$ cat src/rtl/ew_pkg.sv
package ew_pkg;
   typedef enum logic [1:0] {
      EW_NONE = 2'd0,
      EW_DONE = 2'd1,
      EW_BAD  = 2'd2,
      EW_FAIL = 2'd3
   } ew_status_e;

   typedef enum logic {
      WK_IDLE  = 1'b0,
      WK_ISSUE = 1'b1
   } ew_state_e;

   function automatic bit ew_is_pow2(input longint v);
      return (v > 0) && ((v & (v - 1)) == 0);
   endfunction
endpackage

$ cat src/rtl/ew_region_lookup.sv
module ew_region_lookup #(
   parameter int ADDR_W    = 32,
   parameter int SMALL_BLK = 16384,
   parameter int SMALL_CNT = 8,
   parameter int BIG_BLK   = 131072
) (
   input  logic [ADDR_W-1:0] addr,
   output logic              in_big,
   output logic [ADDR_W-1:0] blk_bytes,
   output logic              aligned
);
   localparam logic [ADDR_W-1:0] R1_BASE = ADDR_W'(longint'(SMALL_BLK) * SMALL_CNT);

   logic [ADDR_W-1:0] rel;

   generate
      if (SMALL_CNT == 0) begin : g_single
         assign in_big = 1'b1;
      end else begin : g_split
         assign in_big = (addr >= R1_BASE);
      end
   endgenerate

   always_comb begin
      rel       = in_big ? (addr - R1_BASE) : addr;
      blk_bytes = in_big ? ADDR_W'(BIG_BLK) : ADDR_W'(SMALL_BLK);
      aligned   = ((rel & (blk_bytes - 1'b1)) == '0);
   end
endmodule

$ cat src/rtl/ew_validator.sv
module ew_validator #(
   parameter int ADDR_W    = 32,
   parameter int SMALL_BLK = 16384,
   parameter int SMALL_CNT = 8,
   parameter int BIG_BLK   = 131072,
   parameter int BIG_CNT   = 31
) (
   input  logic [ADDR_W-1:0] start,
   input  logic [ADDR_W-1:0] len,
   output logic [ADDR_W-1:0] end_addr,
   output logic              ok
);
   localparam logic [ADDR_W:0] TOTAL =
      (ADDR_W+1)'(longint'(SMALL_BLK) * SMALL_CNT + longint'(BIG_BLK) * BIG_CNT);

   logic [ADDR_W:0]   sum;
   logic              start_big, end_big, start_al, end_al;
   logic [ADDR_W-1:0] start_blk, end_blk;

   assign sum      = {1'b0, start} + {1'b0, len};
   assign end_addr = sum[ADDR_W-1:0];

   ew_region_lookup #(
      .ADDR_W(ADDR_W), .SMALL_BLK(SMALL_BLK), .SMALL_CNT(SMALL_CNT), .BIG_BLK(BIG_BLK)
   ) u_start_map (
      .addr(start), .in_big(start_big), .blk_bytes(start_blk), .aligned(start_al)
   );

   ew_region_lookup #(
      .ADDR_W(ADDR_W), .SMALL_BLK(SMALL_BLK), .SMALL_CNT(SMALL_CNT), .BIG_BLK(BIG_BLK)
   ) u_end_map (
      .addr(end_addr), .in_big(end_big), .blk_bytes(end_blk), .aligned(end_al)
   );

   assign ok = (sum <= TOTAL) && start_al && end_al;
endmodule

$ cat src/rtl/erase_walker.sv
module erase_walker
   import ew_pkg::*;
#(
   parameter int ADDR_W    = 32,
   parameter int SMALL_BLK = 16384,
   parameter int SMALL_CNT = 8,
   parameter int BIG_BLK   = 131072,
   parameter int BIG_CNT   = 31
) (
   input  logic              clk,
   input  logic              rst_n,
   input  logic              req_valid,
   output logic              req_ready,
   input  logic [ADDR_W-1:0] req_start,
   input  logic [ADDR_W-1:0] req_len,
   output logic              cmd_valid,
   output logic [ADDR_W-1:0] cmd_addr,
   input  logic              cmd_ack,
   input  logic              cmd_fail,
   output logic [1:0]        status
);
   localparam longint TOTAL_BYTES = longint'(SMALL_BLK) * SMALL_CNT + longint'(BIG_BLK) * BIG_CNT;

   generate
      if (!ew_is_pow2(SMALL_BLK) || !ew_is_pow2(BIG_BLK)) begin : g_bad_blk
         $error("erase_walker: block sizes must be powers of two");
      end
      if (BIG_BLK < SMALL_BLK) begin : g_bad_order
         $error("erase_walker: upper region blocks must not be smaller");
      end
      if (TOTAL_BYTES >= (longint'(1) << ADDR_W)) begin : g_bad_width
         $error("erase_walker: ADDR_W too narrow for the array");
      end
   endgenerate

   ew_state_e         state_q;
   ew_status_e        status_q;
   logic [ADDR_W-1:0] cur_q, end_q;
   logic [ADDR_W-1:0] req_end;
   logic              req_ok;
   logic              cur_big, cur_al;
   logic [ADDR_W-1:0] cur_blk, next_addr;

   ew_validator #(
      .ADDR_W(ADDR_W), .SMALL_BLK(SMALL_BLK), .SMALL_CNT(SMALL_CNT),
      .BIG_BLK(BIG_BLK), .BIG_CNT(BIG_CNT)
   ) u_check (
      .start(req_start), .len(req_len), .end_addr(req_end), .ok(req_ok)
   );

   ew_region_lookup #(
      .ADDR_W(ADDR_W), .SMALL_BLK(SMALL_BLK), .SMALL_CNT(SMALL_CNT), .BIG_BLK(BIG_BLK)
   ) u_step (
      .addr(cur_q), .in_big(cur_big), .blk_bytes(cur_blk), .aligned(cur_al)
   );

   assign next_addr = cur_q + cur_blk;
   assign req_ready = (state_q == WK_IDLE);
   assign cmd_valid = (state_q == WK_ISSUE);
   assign cmd_addr  = cur_q;
   assign status    = status_q;

   always_ff @(posedge clk) begin
      if (!rst_n) begin
         state_q  <= WK_IDLE;
         status_q <= EW_NONE;
         cur_q    <= '0;
         end_q    <= '0;
      end else begin
         case (state_q)
            WK_IDLE: begin
               if (req_valid) begin
                  if (!req_ok) begin
                     status_q <= EW_BAD;
                  end else if (req_len == '0) begin
                     status_q <= EW_DONE;
                  end else begin
                     status_q <= EW_NONE;
                     cur_q    <= req_start;
                     end_q    <= req_end;
                     state_q  <= WK_ISSUE;
                  end
               end
            end
            WK_ISSUE: begin
               if (cmd_ack) begin
                  if (cmd_fail) begin
                     status_q <= EW_FAIL;
                     state_q  <= WK_IDLE;
                  end else if (next_addr == end_q) begin
                     status_q <= EW_DONE;
                     state_q  <= WK_IDLE;
                  end else begin
                     cur_q <= next_addr;
                  end
               end
            end
            default: state_q <= WK_IDLE;
         endcase
      end
   end
endmodule

$ cat config.mk
export PLATFORM = sky130hd
export DESIGN_NAME = erase_walker
export DESIGN_NICKNAME = d
export VERILOG_FILES = /design/src/rtl/ew_pkg.sv /design/src/rtl/ew_region_lookup.sv /design/src/rtl/ew_validator.sv /design/src/rtl/erase_walker.sv
export SDC_FILE = /design/constraint.sdc
export NUM_CORES = 1
export LEC_CHECK = 0
export CAP_MARGIN = 5
export CORE_ASPECT_RATIO = 1.4
export CORE_MARGIN = 5
export CORE_UTILIZATION = 40
export CTS_CLUSTER_DIAMETER = 150
export DETAILED_ROUTE_END_ITERATION = 16
export PLACE_DENSITY = 0.66
export RECOVER_POWER = 50
export SYNTH_ARGS = -nofsm -noshare
export SYNTH_HDL_FRONTEND = slang
export SYNTH_SLANG_ARGS = --single-unit
$ cat constraint.sdc
create_clock -name clk -period 5 [get_ports clk]
set_clock_uncertainty 0.05 [all_clocks]
set_input_delay 1 -clock clk [delete_from_list [all_inputs] [get_ports clk]]
set_output_delay 1 -clock clk [all_outputs]
set_load 0.05 [all_outputs]
# Word-level counts from Yosys, hierarchy flattened
# Index checks and enable logic that the tools add are counted.
[totals] ff_bits=67 latchBits=0 ram_bits=0 rom_bits=0 input_bits=69 output_inout_bits=36 elab_cells=60 memories=0
[classes] addsub=6 n_mul=0 n_div=0 order_cmp=4 eq_ne=8 shifts=0 mux=26 n_bitwise=4 n_reduce_logical=8
[ops] cell="$mux 32" count=8
[ops] cell="$ge 32x18->1 const B" count=3
[ops] cell="$logic_not 32->1" count=3
[ops] cell="$and 32x32->32" count=2
[ops] cell="$pmux 32 s2" count=1
[ops] cell="$sub 32x18->32 const B" count=2
[ops] cell="$mux 18" count=3
[ops] cell="$sub 18x1->19 const B" count=2
[ops] cell="$add 32x32->33" count=1
[ops] cell="$le 33x23->1 const B" count=1
[ops] cell="$add 32x32->32" count=1
[ops] cell="$eq 32x32->1" count=1
[ops] cell="$mux 2" count=5
[ops] cell="$ne 2x2->1 const B" count=5
[ops] cell="$mux 1" count=7
[ops] cell="$reduce_and 6->1" count=1
[ops] cell="$pmux 2 s2" count=1
[ops] cell="$reduce_and 4->1" count=1
[ops] cell="$ne 3x2->1 const B" count=1
[ops] cell="$reduce_and 3->1" count=1
[ops] cell="$logic_and 1x1->1" count=2
[ops] cell="$ne 2x1->1 const B" count=1
[ops] cell="$not 1->1" count=2
[ops] cell="$pmux 1 s2" count=1

# Logic depth before layout (Yosys ltp)
[depth] word_depth=10 depth_mapped=18 ltp_nobuf=17

# By module
# From an unflattened synthesis, not the netlist that was laid out.
[unflattened] cells_unflattened=1179 hier_area_um2=8897.3
[by_module_without_submodules] module="erase_walker" n_inst=1 cells_each=771 area_per_inst_um2=5953.2 seq_area_each_um2=1341.3
[by_module_without_submodules] module="ew_validator" n_inst=1 cells_each=273 area_per_inst_um2=1926.8 seq_area_each_um2=0.0
[by_module_without_submodules] module="ew_region_lookup" n_inst=3 cells_each=45 area_per_inst_um2=339.1 seq_area_each_um2=0.0

# Worst setup path after synthesis
# Ideal clock, no wire load.
[synth_path] path_kind="register -> register" start="register cur_q[20], in the netlist cmd_addr[20]" end="register cur_q[29], in the netlist cmd_addr[29]" setup_time_ns=0.132 arrival_ns=4.157 required_ns=4.818 path_slack_ns=0.661 path_stages_with_launch=17 n_path_buf=1 period_less_slack_ns=4.339 path_cell_list="dfxtp_1 -> or4_1 -> nor4_1 -> nand3_1 -> ha_1 -> a41o_1 -> nor4b_2 -> and2_2 -> nand2_1 -> a32o_1 -> nor4_1 -> a41oi_1 -> and3_1 -> a21oi_4 -> buf_6 -> mux2i_1 -> a21oi_1"
[synth_between] elab_chain_len=7 word_cells_on_any_way=10 classes_between="add/sub: 1; order compare: 1; eq/ne: 2; mux: 5; reduce/logical: 1"
[synth_rtl] element="from (decl)" line="erase_walker.sv:38" source="logic [ADDR_W-1:0] cur_q, end_q;"
[synth_rtl] element="from (signal assigned)" line="erase_walker.sv:79" source="cur_q <= req_start;"
[synth_rtl] element="from (signal assigned)" line="erase_walker.sv:94" source="cur_q <= next_addr;"
[synth_rtl] element="$ge 32x18->1" line="ew_region_lookup.sv:20" source="assign in_big = (addr >= R1_BASE);"
[synth_rtl] element="$mux 18" line="ew_region_lookup.sv:26" source="blk_bytes = in_big ? ADDR_W'(BIG_BLK) : ADDR_W'(SMALL_BLK);"
[synth_rtl] element="$add 32x32->32 (*)" line="erase_walker.sv:57" source="assign next_addr = cur_q + cur_blk;"
[synth_rtl] element="branches (longest 4 deep; another with $eq 32x32->1)"
# Mark *: on every way between the ends. The select of a mux whose other input is x is not followed.
# A chain may end at the register's enable or synchronous reset.

# Final worst setup path
[layout_path] start="register cur_q[31], in the netlist cmd_addr[31]" end="register cur_q[19], in the netlist cmd_addr[19]"
# The elaborated chain is that of the path after synthesis.

==> metrics.md <==
| Metric | Value |
|---|---|
| Largest net degree at the start of global routing | `30` |
| Pwr Total | `1.58 mW` |
| Number of antenna violations at the first check in global routing | `0` |
| Setup Crit Path Kind | `reg -> reg` |
| Non-filler cells, final | `1005` |
| Multi-input gate area | `0.00397 mm^2` |
| Worst R2R Path Depth | `17` |
| # fillers | `1369` |
| Warnings from Yosys | `0` |
| Yosys reg bits | `67` |
| Max-slew violations | `0` |
| Reg2reg setup slack | `0.25 ns` |
| Critical Path AT | `4.89 ns` |
| Design area | `0.00726 mm^2` |
| Io pins | `105` |
| DP Worst Slack | `0.0164 ns` |
| Max Cap Violations | `0` |
| Hold EP | `end_q[23]$_SDFFE_PN0P_` |
| WL/cell | `18.5 um` |
| Post-synth EDFFs | `0` |
| Final Hold Viols | `0` |
| PortBufs | `104` |
| Count leader, synth | `dfxtp_1` |
| Peak supply drop | `224 uV` |
| Logic pwr share | `0.265` |
| Clock Tree Root | `clkbuf_16` |
| Startpoint Class | `flip-flop` |
| Post-synth ARST share | `0` |
| Diodes inserted | `0` |
| Mapped Nets | `806` |
| Final setup fails | `0` |
| Synth area leaders | `dfxtp_1, ha_1, and3_1` |
| # nets final | `920` |
| Top cell type's share of synthesized area | `0.241` |
| Worst-path clk slew | `0.06 ns` |
| Placed cell area | `0.00695 mm^2` |
| Net Switching | `0.474 mW` |
| Worst-path maximum fanout | `7` |
| Grt ovf | `0` |
| Internal | `1.10 mW` |
| Switching Fraction | `0.301` |
| RSZ-0062 raised after global routing | `no` |
| Worst hold path class | `reg -> reg` |
| CTS tree | `done` |
| Clock share of power | `0.396` |
| Post-CTS Hold Fix Bufs | `0` |
| Initial core utilization | `0.403` |
| First-pass GRT wire length | `29.4 mm` |
| Area delta synth->final | `30.6%` |
| Cell area after synthesis | `0.00555 mm^2` |
| Die Y | `149 um` |
| Pwr/cell area | `217 mW/mm^2` |
| CP Data Required Time | `5.14 ns` |
| Synth top cells by count | `dfxtp_1, nand2_1, a21oi_1, and3_1, nor2_1` |
| Area of the core | `0.0138 mm^2` |
| Fin Setup TNS | `0 ns` |
| Detailed Route WL | `18.6 mm` |
| Via count | `5862` |
| HPWL after DPL | `14.9 mm` |
| Clock Path Buffers | `2` |
| Pre-Repair DR Iteration Count | `5` |
| FF+latch area | `0.00134 mm^2` |
| Reg power frac | `0.340` |
| Final min period | `4.75 ns` |
| Setup ws final | `0.252 ns` |
| LEAKAGE | `3.19 nW` |
| Synthesized instance count | `701` |
| Reg2reg end | `cmd_addr[19]$_SDFFE_PN0P_` |
| Residual DRC | `0` |
| Yosys cell types | `77` |
| GPL Wtd Cong | `0.980` |
| DR iter-0 viols | `257` |
| HP Start | `end_q[23]$_SDFFE_PN0P_` |
| Sequential area share after synthesis | `0.241` |
| Peak Freq | `211 MHz` |
| Placed Instances | `987` |
| CTS H-Tree Depth | `3` |
| Final period utilization | `0.950` |
| Vias/cell | `5.83` |
| Hold path cells | `1` |
| Die width | `110 um` |
| # clock sinks | `67` |
| Total CTS buffers | `9` |
| Outcome | `completed` |
| Synth area leader | `dfxtp_1` |
| Die footprint | `0.0164 mm^2` |
| All-Layer GR Usage | `0.226` |
| DRT antenna net count | `0` |
| Syn_area_per_cell | `7.92 um^2` |
| Primary FF master, synth | `dfxtp_1` |
| Clk_lat worst skew | `0.33 ns` |
| R2R Path Start | `cmd_addr[31]$_SDFFE_PN0P_` |
| Max_slew headroom | `0.597` |
| Crit. End Element | `flip-flop` |
| FP Rows | `51` |
| Number of global-route vias before repair | `5817` |
| Share of cells above drive strength 1 | `0.0927` |
| Worst slew pin tran | `0.599 ns` |
-- power groups by stage --
| stage | logic, mW | registers (mW) | clock network (mW) |
|---|---|---|---|
| 3_3_place_gp | 0.408 | 0.547 | 0 |
| 6_report | 0.417 | 0.535 | 0.623 |
| 4_1_cts | 0.414 | 0.535 | 0.632 |
| 5_1_grt | 0.456 | 0.535 | 0.662 |
| 3_5_place_dp | 0.412 | 0.547 | 0 |
| 2_1_floorplan | 0.246 | 0.550 | 0 |
-- layout by cell type (no fill, tap or decap), types with 5 or more instances in the layout --
cell type / n
a31oi_1: 5
a21oi_1: 53
nor4_1: 22
o211ai_1: 9
buf_4: 35
o31ai_1: 15
a21o_1: 11
nand4_1: 24
a211o_1: 6
nand2b_1: 5
mux2i_1: 22
and3_1: 46
clkbuf_16: 9
nand2_1: 60
a211oi_1: 6
clkdlybuf4s50_1: 68
dfxtp_1: 67
ha_1: 35
nand3_1: 26
nor2_1: 38
o21ai_0: 26
o21a_1: 8
dlygate4sd3_1: 36
inv_1: 17
nor3_1: 13
xnor2_1: 31
xor2_1: 27
-- critical path, cell delays in order (launching register included) --
cell	delay, ns
dfxtp_1	0.36
or4_1	0.57
nor4_1	0.19
nand3_1	0.18
ha_1	0.39
a41o_1	0.34
nor4b_2	0.30
and2_2	0.21
nand2_1	0.09
a32o_1	0.30
nor4_2	0.33
buf_4	0.17
a41oi_1	0.13
and3_1	0.26
a21oi_4	0.26
buf_4	0.20
mux2i_1	0.18
a21oi_1	0.08
-- area by class of cell --
type,instances,area share
repair buffers,144,0.186
flip-flops and latches,67,0.185
well taps,185,0.0319
inverters,19,0.00983
clock buffers,10,0.0316
multi-input cells,574,0.547
clock inverters,6,0.00897
-- metrics by stage --
| step | util | hold WS, ns |
|---|---|---|
| 6_report | 0.526 | 0.443 |
| 5_1_grt | 0.526 | 0.449 |
| 4_1_cts | 0.525 | 0.444 |
| 3_5_place_dp | 0.504 | 0.432 |
| 3_3_place_gp | 0.504 | 0.431 |
| 2_1_floorplan | - | 0.423 |
-- cells by family after synthesis --
kind of cell             after synthesis  synth area share
buffers and inverters                 60            0.0471
flip-flops                            67             0.241
multiplexers                          24            0.0444
AO/OA/AOI/OAI                        188             0.234
AND/OR/NAND/NOR                      268             0.259
adder cells (fa/ha/maj)               36            0.0825
XOR/XNOR                              58            0.0915
-- how the worst max path moves through the flow --
stage	to	cells after the start	slack [ns]	from
floorplan	cmd_addr[29]$_SDFFE_PN0P_	16	0.66	cmd_addr[20]$_SDFFE_PN0P_
global placement	cmd_addr[19]$_SDFFE_PN0P_	17	0.09	req_len[0]
detailed placement	cmd_addr[19]$_SDFFE_PN0P_	18	0.02	req_start[0]
global route	end_q[19]$_SDFFE_PN0P_	19	0.02	req_start[0]
CTS	cmd_addr[19]$_SDFFE_PN0P_	19	0.14	cmd_addr[29]$_SDFFE_PN0P_
finish	cmd_addr[19]$_SDFFE_PN0P_	17	0.25	cmd_addr[31]$_SDFFE_PN0P_
-- repair_timing --
item / CTS / global route
setup buffers: 0 / 2
gates resized for setup: 0 / 4
endpoints found under the setup margin: 0 / 15
-- per-layer routing --
layer  GRT usage  vias to the layer above  wire length (um)
met1       0.258                     2763              7340
met2       0.412                      190              9470
li1            -                     2866                 -
met5           0                        -                 0
met3      0.0276                       43               965
met4       0.102                        0               783
-- flip-flops by register name, indices dropped and copies added (netlist names) --
| signal | cells |
|---|---|
| cmd_valid | 1 |
| cmd_addr | 32 |
| status | 2 |
| end_q | 32 |
No activity file was read; power rests on OpenSTA's default activity.
